[config.mk]
export PLATFORM = sky130hd
export DESIGN_NAME = split_decade_counter
export DESIGN_NICKNAME = d
export VERILOG_FILES = /design/src/rtl/split_decade_counter.sv
export SDC_FILE = /design/constraint.sdc
export NUM_CORES = 1
export LEC_CHECK = 0
export CAP_MARGIN = 10
export CORE_MARGIN = 3
export CORE_UTILIZATION = 35
export CTS_CLUSTER_SIZE = 14
export DETAILED_ROUTE_END_ITERATION = 16
export PLACE_DENSITY = 0.69
export SLEW_MARGIN = 20
export SYNTH_ARGS = -nofsm -noshare
export SYNTH_HDL_FRONTEND = slang
export SYNTH_SLANG_ARGS = --single-unit
[constraint.sdc]
create_clock -name clk -period 1.4 [get_ports clk]
set_input_delay 0.28 -clock clk [delete_from_list [all_inputs] [get_ports clk]]
set_output_delay 0.28 -clock clk [all_outputs]
set_load 0.02 [all_outputs]
[src/rtl/split_decade_counter.sv]
module split_decade_counter #(
  parameter int SYNC_STAGES = 2,
  parameter int UPPER_MOD   = 5
) (
  input  logic       clk,
  input  logic       mr_n,
  input  logic       ld_n,
  input  logic       cp0,
  input  logic       cp1,
  input  logic [3:0] p,
  output logic [3:0] q
);

  localparam logic [2:0] UPPER_LAST = 3'(UPPER_MOD - 1);

  // bit SYNC_STAGES holds the previous synchronized level
  logic [SYNC_STAGES:0] sh0, sh1;
  logic                 adv0, adv1;
  logic                 lo;
  logic [2:0]           hi, hi_next;

  always_ff @(posedge clk or negedge mr_n) begin
    if (!mr_n) begin
      sh0 <= '0;
      sh1 <= '0;
    end else begin
      sh0 <= {sh0[SYNC_STAGES-1:0], cp0};
      sh1 <= {sh1[SYNC_STAGES-1:0], cp1};
    end
  end

  assign adv0 = sh0[SYNC_STAGES] & ~sh0[SYNC_STAGES-1];
  assign adv1 = sh1[SYNC_STAGES] & ~sh1[SYNC_STAGES-1];

  assign hi_next = (hi >= UPPER_LAST) ? 3'd0 : hi + 3'd1;

  always_ff @(posedge clk or negedge mr_n) begin
    if (!mr_n) begin
      lo <= 1'b0;
      hi <= 3'd0;
    end else if (!ld_n) begin
      lo <= p[0];
      hi <= p[3:1];
    end else begin
      if (adv0) lo <= ~lo;
      if (adv1) hi <= hi_next;
    end
  end

  assign q = !mr_n ? 4'd0 : (!ld_n ? p : {hi, lo});

endmodule


* Yosys cells after proc, flatten, opt, wreduce, memory -nomap -nowiden
Cells that the tools add are included.
** Storage, ports and cells
- Bits in registers :: 10
- Latch bits :: 0
- RAM bits :: 0
- Memory bits (read-only) :: 0
- Bits of input ports :: 9
- Output and inout port bits :: 4
- Memories kept :: 0
** Cells by class
- $add $sub $neg :: 1
- Multiply operators :: 0
- Divide/modulo/power cells :: 0
- Magnitude comparators :: 1
- Eq/ne operators :: 2
- Shift-type cells :: 0
- Muxes and demuxes :: 7
- Bitwise logic cells :: 5
- Reduce and logical (&&, ||, !) cells :: 0
** Operator list (number)
- $mux W3 :: 3
- $mux W4 :: 2
- $ne A2 B1 Y1 const B :: 2
- $add A3 B1 Y3 const B :: 1
- $ge A3 B3 Y1 const B :: 1
- $not A1 Y1 :: 3
- $and A1 B1 Y1 :: 2
- $mux W1 :: 2

* Longest topological paths before layout
Gate-level depths: netlist of the first run.
- Depth after elaboration :: 4
- Depth in mapped cells :: 5
- Mapped depth without buffers :: 5

* Least setup slack after synthesis of the first run
Ideal clock, no wire load.
- Path type :: reg2reg
- From :: register hi[0]
- To :: register hi[1]
- Data arrival time :: 1066 ps
- Data required time :: 1278 ps
- Slack :: 212 ps
- Stages on the path, launching flop included :: 6
- Buffers on the path :: 0
- Clock period less this slack :: 1188 ps
- Cells stage by stage :: dfrtp_1 -> inv_1 -> ha_1 -> and4bb_2 -> a21oi_1 -> a21oi_1
** Between the ends
- Word-level cells in the longest chain between the ends :: 4
- Elaborated cells on any way between the ends :: 5
** RTL lines
- start, declared :: RTL line 20 : logic [2:0] hi, hi_next;
- start signal, assigned :: RTL line 43 : hi <= p[3:1];
- start signal, assigned :: RTL line 46 : if (adv1) hi <= hi_next;
- $add A3 B1 Y3 or $ge A3 B3 Y1 (tied branches) :: RTL line 35 : assign hi_next = (hi >= UPPER_LAST) ? 3'd0 : hi + 3'd1;
- $mux W3 (*) :: RTL line 35
- $mux W3 (*) :: RTL line 46
- $mux W3 (*) :: RTL line 41 : end else if (!ld_n) begin
Mark *: on every way between the ends. The rest lies on a longest branch, timed or not. The select of a mux whose other input is x is not followed.
A chain may end at the register's enable or synchronous reset.

* Worst setup path after layout of the first run
- From :: input port p[2]
- To :: output port q[2]
** Between the ends
- Word-level cells in the longest chain between the ends :: 2
** RTL lines
- start, declared :: RTL line 10 : input logic [3:0] p,
- $mux W4 (2 in a row) :: RTL line 50 : assign q = !mr_n ? 4'd0 : (!ld_n ? p : {hi, lo});
- end, declared :: RTL line 11 : output logic [3:0] q
Every way passes these cells.

==> reports/qor.csv, run 1 <==
metric,value,unit
status,completed,
slowest CP cell,clkdlybuf4s50_1,
final-report hold violation count,0,
Worst-path clk slew,0.06,ns
CP required,1.12,ns
GRT Util Overall,0.107,
cell count after synthesis,40,
Avg Synthesized Cell Area,11.6,sq um
DR iter-0 viols,3,
"commonest non-fill, non-tap cells in the layout","buf_4 (11), dfrtp_1 (10), a21oi_1 (6)",
cell leakage power,0.000363,uW
Post-CTS Setup Bufs,0,
Die Height,42.4,microns
Max Cap Violations,0,
core box area,0.00117,sq mm
Power per Cell Area,936,mW/mm^2
Fillers,116,
gr ovfl total,0,
CTS tree,done,
layout cells sized above 1,0.292,
Post-Synth Adder-Cell Area,0.0539,
Max VDD drop,0.595,mV
Setup crit start kind,input pin,
final non-filler cell total,79,
P&R area growth vs syn,49.1,%
XOR/XNOR Fraction of Synth Area,0.0189,
Mapped Nets,51,
clk_lat worst skew,0.25,ns
Fmax,720,MHz
setup ws final,0.0118,ns
Core Rows,12,
"most common cell after layout, fill and taps aside",buf_4,
CTS Sinks,10,
fin nets,78,
first-pass GRT wire length,1.43,mm
Routed WL per cell,10.7,microns
Critical Path End Type,output pin,
CP Cell Sequence,clkdlybuf4s50_1 > mux2i_1 > nor2b_1 > buf_2,
crit-path max FO,2,
post-synthesis sequential area ratio,0.539,
Min-Delay Path Class,input pin to async pin,
Cells after DPL,74,
"FF+latch count, synth",10,
RSZ-0062 raised after global routing,no,
PortBufs,12,
final setup fails,0,
final WL,849,microns
total CTS buffers,3,
synth unique cells,11,
Avg Vias per Cell,4.52,
data arrival time of the critical path,1.11,ns
fin crit share,0.992,
vias in the first global route,345,
Die X-Extent,42.4,microns
Simple-Gate Fraction of Synth Area,0.175,
r2r setup slk,0.10,ns
WP buf/inv,2,
H-tree levels,1,
post-synthesis compound-gate area fraction,0.0647,
clock skew,0.00206,ns
Post-Syn Area,464,sq um
Max stage delay on crit path,0.47,ns
I/O Pins,13,
Initial Utilization,0.396,
ANT cells,0,
pre-CTS WS,-0.617,ns
Syn. warnings,0,
largest net degree at the start of global routing,9,
Final min period,1.39,ns
Rel. slew slack,0.834,
kind of critical path,input pin to output pin,
Vias,357,
Clock Tree Buf Depth,2,
worst-margin pin slew,0.249,ns
initial antenna violation count,0,
CTS Root Cell,clkbuf_4,
multiplexer share of the synthesized area,0.108,
DRT Pass-1 Iters,2,
Final Max Slew Viols,0,
utilization after layout,0.591,
DR DRC count,0,
total die area,0.00180,sq mm
setup_tns,0,ns
"delay-heaviest family, CP",buffers and inverters,
largest family of logic cells by synthesized area,simple AND/OR/NAND/NOR gates,
gpl congestion,0.714,
antenna-violating nets left,0,
## state kept, by name, summed over array words and instances (netlist names)
name and count:
sh0 3, lo 1, hi 3, sh1 3
## metal layers
layer / track usage / wire length (microns) / part of all wire / vias up
met2: 0.182 / 454 / 0.53 / 5
met1: 0.122 / 361 / 0.43 / 168
met3: 0.0258 / 28 / 0.033 / 2
met4: 0.0559 / 5 / 0.0059 / 0
met5: 0 / 0 / 0 / -
li1: - / - / - / 182
## repair_timing
item                       in CTS  in global routing
cloned                          1                  0
gates resized for setup        20                  5
hold buffers                    0                  1
setup endpoints to repair       4                  3
hold endpoints to repair        0                  1
## worst paths after layout
check,startpoint,endpoint,cells past startpoint
max in group asynchronous,mr_n,hi[1]$_DFFE_PN0P_,2
worst min register to register,sh1[0]$_DFF_PN0_,sh1[1]$_DFF_PN0_,0
min in group clk,p[1],hi[0]$_DFFE_PN0P_,3
worst min-delay path,mr_n,hi[0]$_DFFE_PN0P_,2
worst max register to register,hi[0]$_DFFE_PN0P_,hi[1]$_DFFE_PN0P_,6
worst max-delay path,p[2],q[2],4
## worst register-to-register path, stage by stage (launching register included)
cell	delay (ns)
dfrtp_1	0.38
buf_4	0.15
inv_1	0.05
ha_1	0.21
and4bb_2	0.21
a21oi_1	0.11
a21oi_1	0.08
## stage by stage
step | area [sq um] | total power (uW) | hold slack [ns]
final | 692 | 648 | 0.213
after global routing | 692 | 701 | 0.243
after CTS | 669 | 660 | 0.00568
after detailed placement | 658 | 481 | 0.338
after global placement | 658 | 478 | 0.332
after floorplan | 464 | 393 | -0.0156
## report_power, final
group	switching (uW)	total [uW]	internal, uW
clock network	79.8	178	98.2
registers	10.1	321	310
logic	65.0	149	84.4
total	155	648	493
## cell families (layout without fill, tap and decap cells)
kind of cell,count (synthesis),in the layout
xor gates and xnor gates,1,1
AOI/OAI and AO/OA,6,6
and+or+nand+nor,13,13
muxes,5,5
adders and majority gates,2,2
buffers and inverters,3,28
DFF,10,10
## layout make-up
| class | instances | area (sq um) | share of cell area |
|---|---|---|---|
| Inverter | 2 | 7.51 | 0.0108 |
| Multi-Input combinational cell | 27 | 195 | 0.282 |
| Sequential cell | 10 | 250 | 0.362 |
| Tap cell | 14 | 17.5 | 0.0253 |
| Timing Repair Buffer | 23 | 199 | 0.288 |
| Clock buffer | 3 | 22.5 | 0.0325 |
## cells in the mapped netlist (all sizes together)
cell type | count | area, sq um
buf | 1 | 11.3
mux2i | 5 | 50.1
and4bb | 2 | 25.0
nor2b | 5 | 31.3
dfrtp | 10 | 250
nor2 | 5 | 18.8
nand2b | 1 | 6.26
a21oi | 6 | 30.0
ha | 2 | 25.0
inv | 2 | 7.51
xnor2 | 1 | 8.76
(Power assumes the default switching activity.)
==> run 2: changes to the inputs <==
Settings changed: REMOVE_ABC_BUFFERS set to 1.
==> run 2 against run 1 <==
Highest routed layer unchanged. Largest cell class unchanged. Register-to-register slack about the same. First-iteration DRC count grew 67%. Via count down 2.5%. Non-clock buffer count is 2 lower. Utilization fell by 0.53 points. Combinational power hardly changed.
==> reports/qor.csv, run 2 (synthesized netlist as in run 1, its figures left out) <==
metric,value,unit
CP Cell Sequence,dlygate4sd2_1 > buf_6 > mux2i_1 > nor2b_1 > buf_4,
Vias,348,
I/O Pins,13,
DR DRC count,0,
CTS Root Cell,clkbuf_4,
RSZ-0062 raised after global routing,no,
Clock Tree Buf Depth,2,
antenna-violating nets left,0,
data arrival time of the critical path,1.02,ns
Post-CTS Setup Bufs,0,
status,completed,
Fmax,767,MHz
Initial Utilization,0.396,
Routed WL per cell,10.2,microns
gpl congestion,0.713,
total CTS buffers,3,
initial antenna violation count,0,
Max VDD drop,0.543,mV
Die Height,42.4,microns
H-tree levels,1,
final non-filler cell total,77,
DRT Pass-1 Iters,4,
CTS Sinks,10,
Die X-Extent,42.4,microns
Cells after DPL,74,
GRT Util Overall,0.108,
Top Registers,"hi: 3 flops, sh0: 3 flops, sh1: 3 flops",
Final HPWL DP,634,microns
Setup crit start kind,input pin,
Min-Delay Path Class,input pin to async pin,
Rel. slew slack,0.857,
first-pass GRT wire length,1.45,mm
layout cells sized above 1,0.302,
Fillers,98,
ANT cells,0,
setup ws final,0.0956,ns
R2R cell count,6,
pre-CTS WS,-0.562,ns
total die area,0.00180,sq mm
Max Cap Violations,0,
vias in the first global route,334,
fin nets,76,
Worst-path clk slew,0.05,ns
Final Max Slew Viols,0,
final-report hold violation count,0,
"most common cell after layout, fill and taps aside",buf_4,
setup_tns,0,ns
"commonest non-fill, non-tap cells in the layout","buf_4 (12), dfrtp_1 (10)",
fin crit share,0.932,
gr ovfl total,0,
CP required,1.12,ns
clk_lat worst skew,0.25,ns
largest net degree at the start of global routing,7,
final worst hold slack,0.202,ns
Max stage delay on crit path,0.24,ns
kind of critical path,input pin to output pin,
Avg Vias per Cell,4.52,
final WL,789,microns
Final min period,1.30,ns
worst-margin pin slew,0.215,ns
core box area,0.00117,sq mm
PortBufs,12,
Power per Cell Area,937,mW/mm^2
slowest CP cell,dlygate4sd2_1,
Critical Path End Type,output pin,
DR iter-0 viols,5,
clock skew,0.00221,ns
crit-path max FO,6,
P&R area growth vs syn,47.7,%
CTS tree,done,
Core Rows,12,
final setup fails,0,
cell leakage power,0.000365,uW
==> run 2: changes by cell type in the layout (fill, tap and decap cells not counted), sizes merged <==
| cell | previous run | this run |
|---|---|---|
| buf | 14 | 13 |
| clkdlybuf4s50 | 3 | 2 |
| dlygate4sd3 | 1 | 0 |
| dlymetal6s2s | 3 | 4 |
==> run 2: what timing repair did <==
action | 4_1_cts | 5_1_grt
resized for setup | 20 | 8
hold buffers | 0 | 0
endpoints found under the setup margin | 4 | 5
pin swaps | 0 | 0
==> run 2: worst paths after layout <==
path | startpoint | endpoint | slack (ns)
max in group asynchronous | mr_n | hi[2]$_DFFE_PN0P_ | 1.09
min reg2reg | sh0[0]$_DFF_PN0_ | sh0[1]$_DFF_PN0_ | 0.35
max reg2reg | hi[0]$_DFFE_PN0P_ | hi[1]$_DFFE_PN0P_ | 0.1
min in group clk | p[3] | hi[2]$_DFFE_PN0P_ | 0.33
max | ld_n | q[3] | 0.1
min | mr_n | lo$_DFFE_PN0P_ | 0.20
==> run 2: metrics by stage <==
| stage | util | total power, uW | cell area (sq um) |
|---|---|---|---|
| floorplan | - | 387 | 453 |
| global placement | 0.562 | 478 | 658 |
| detailed placement | 0.562 | 481 | 658 |
| CTS | 0.567 | 657 | 664 |
| global route | 0.585 | 693 | 686 |
| finish | 0.585 | 642 | 686 |
==> run 2: cell type report <==
class / instances / area, sq um / share of cell area
tap: 14 / 17.5 / 0.0255
multi-input combinational: 27 / 199 / 0.290
sequential: 10 / 250 / 0.365
timing repair buffer: 21 / 189 / 0.276
inverter: 2 / 7.51 / 0.0109
clock buffer: 3 / 22.5 / 0.0328
==> run 2: per-layer routing <==
layer  global-route usage  vias up  share of wire
met3               0.0472        2          0.080
met5                    0        -              0
met2                0.137       11           0.42
met1                0.142      152           0.48
met4               0.0807        0          0.020
li1                     -      183              -
==> run 2: report_power, final <==
part / leakage [uW] / total (uW) / internal (uW) / switching (uW)
Clock: 0.0000138 / 172 / 97.8 / 74.5
Sequential: 0.000115 / 321 / 311 / 10.6
Combinational: 0.000236 / 149 / 83.9 / 64.6
==> run 2: critical path, delay by kind of cell <==
| kind | cells | cell delay [ns] |
|---|---|---|
| mux | 1 | 0.11 |
| simple gates | 1 | 0.12 |
| buf+inv | 3 | 0.52 |
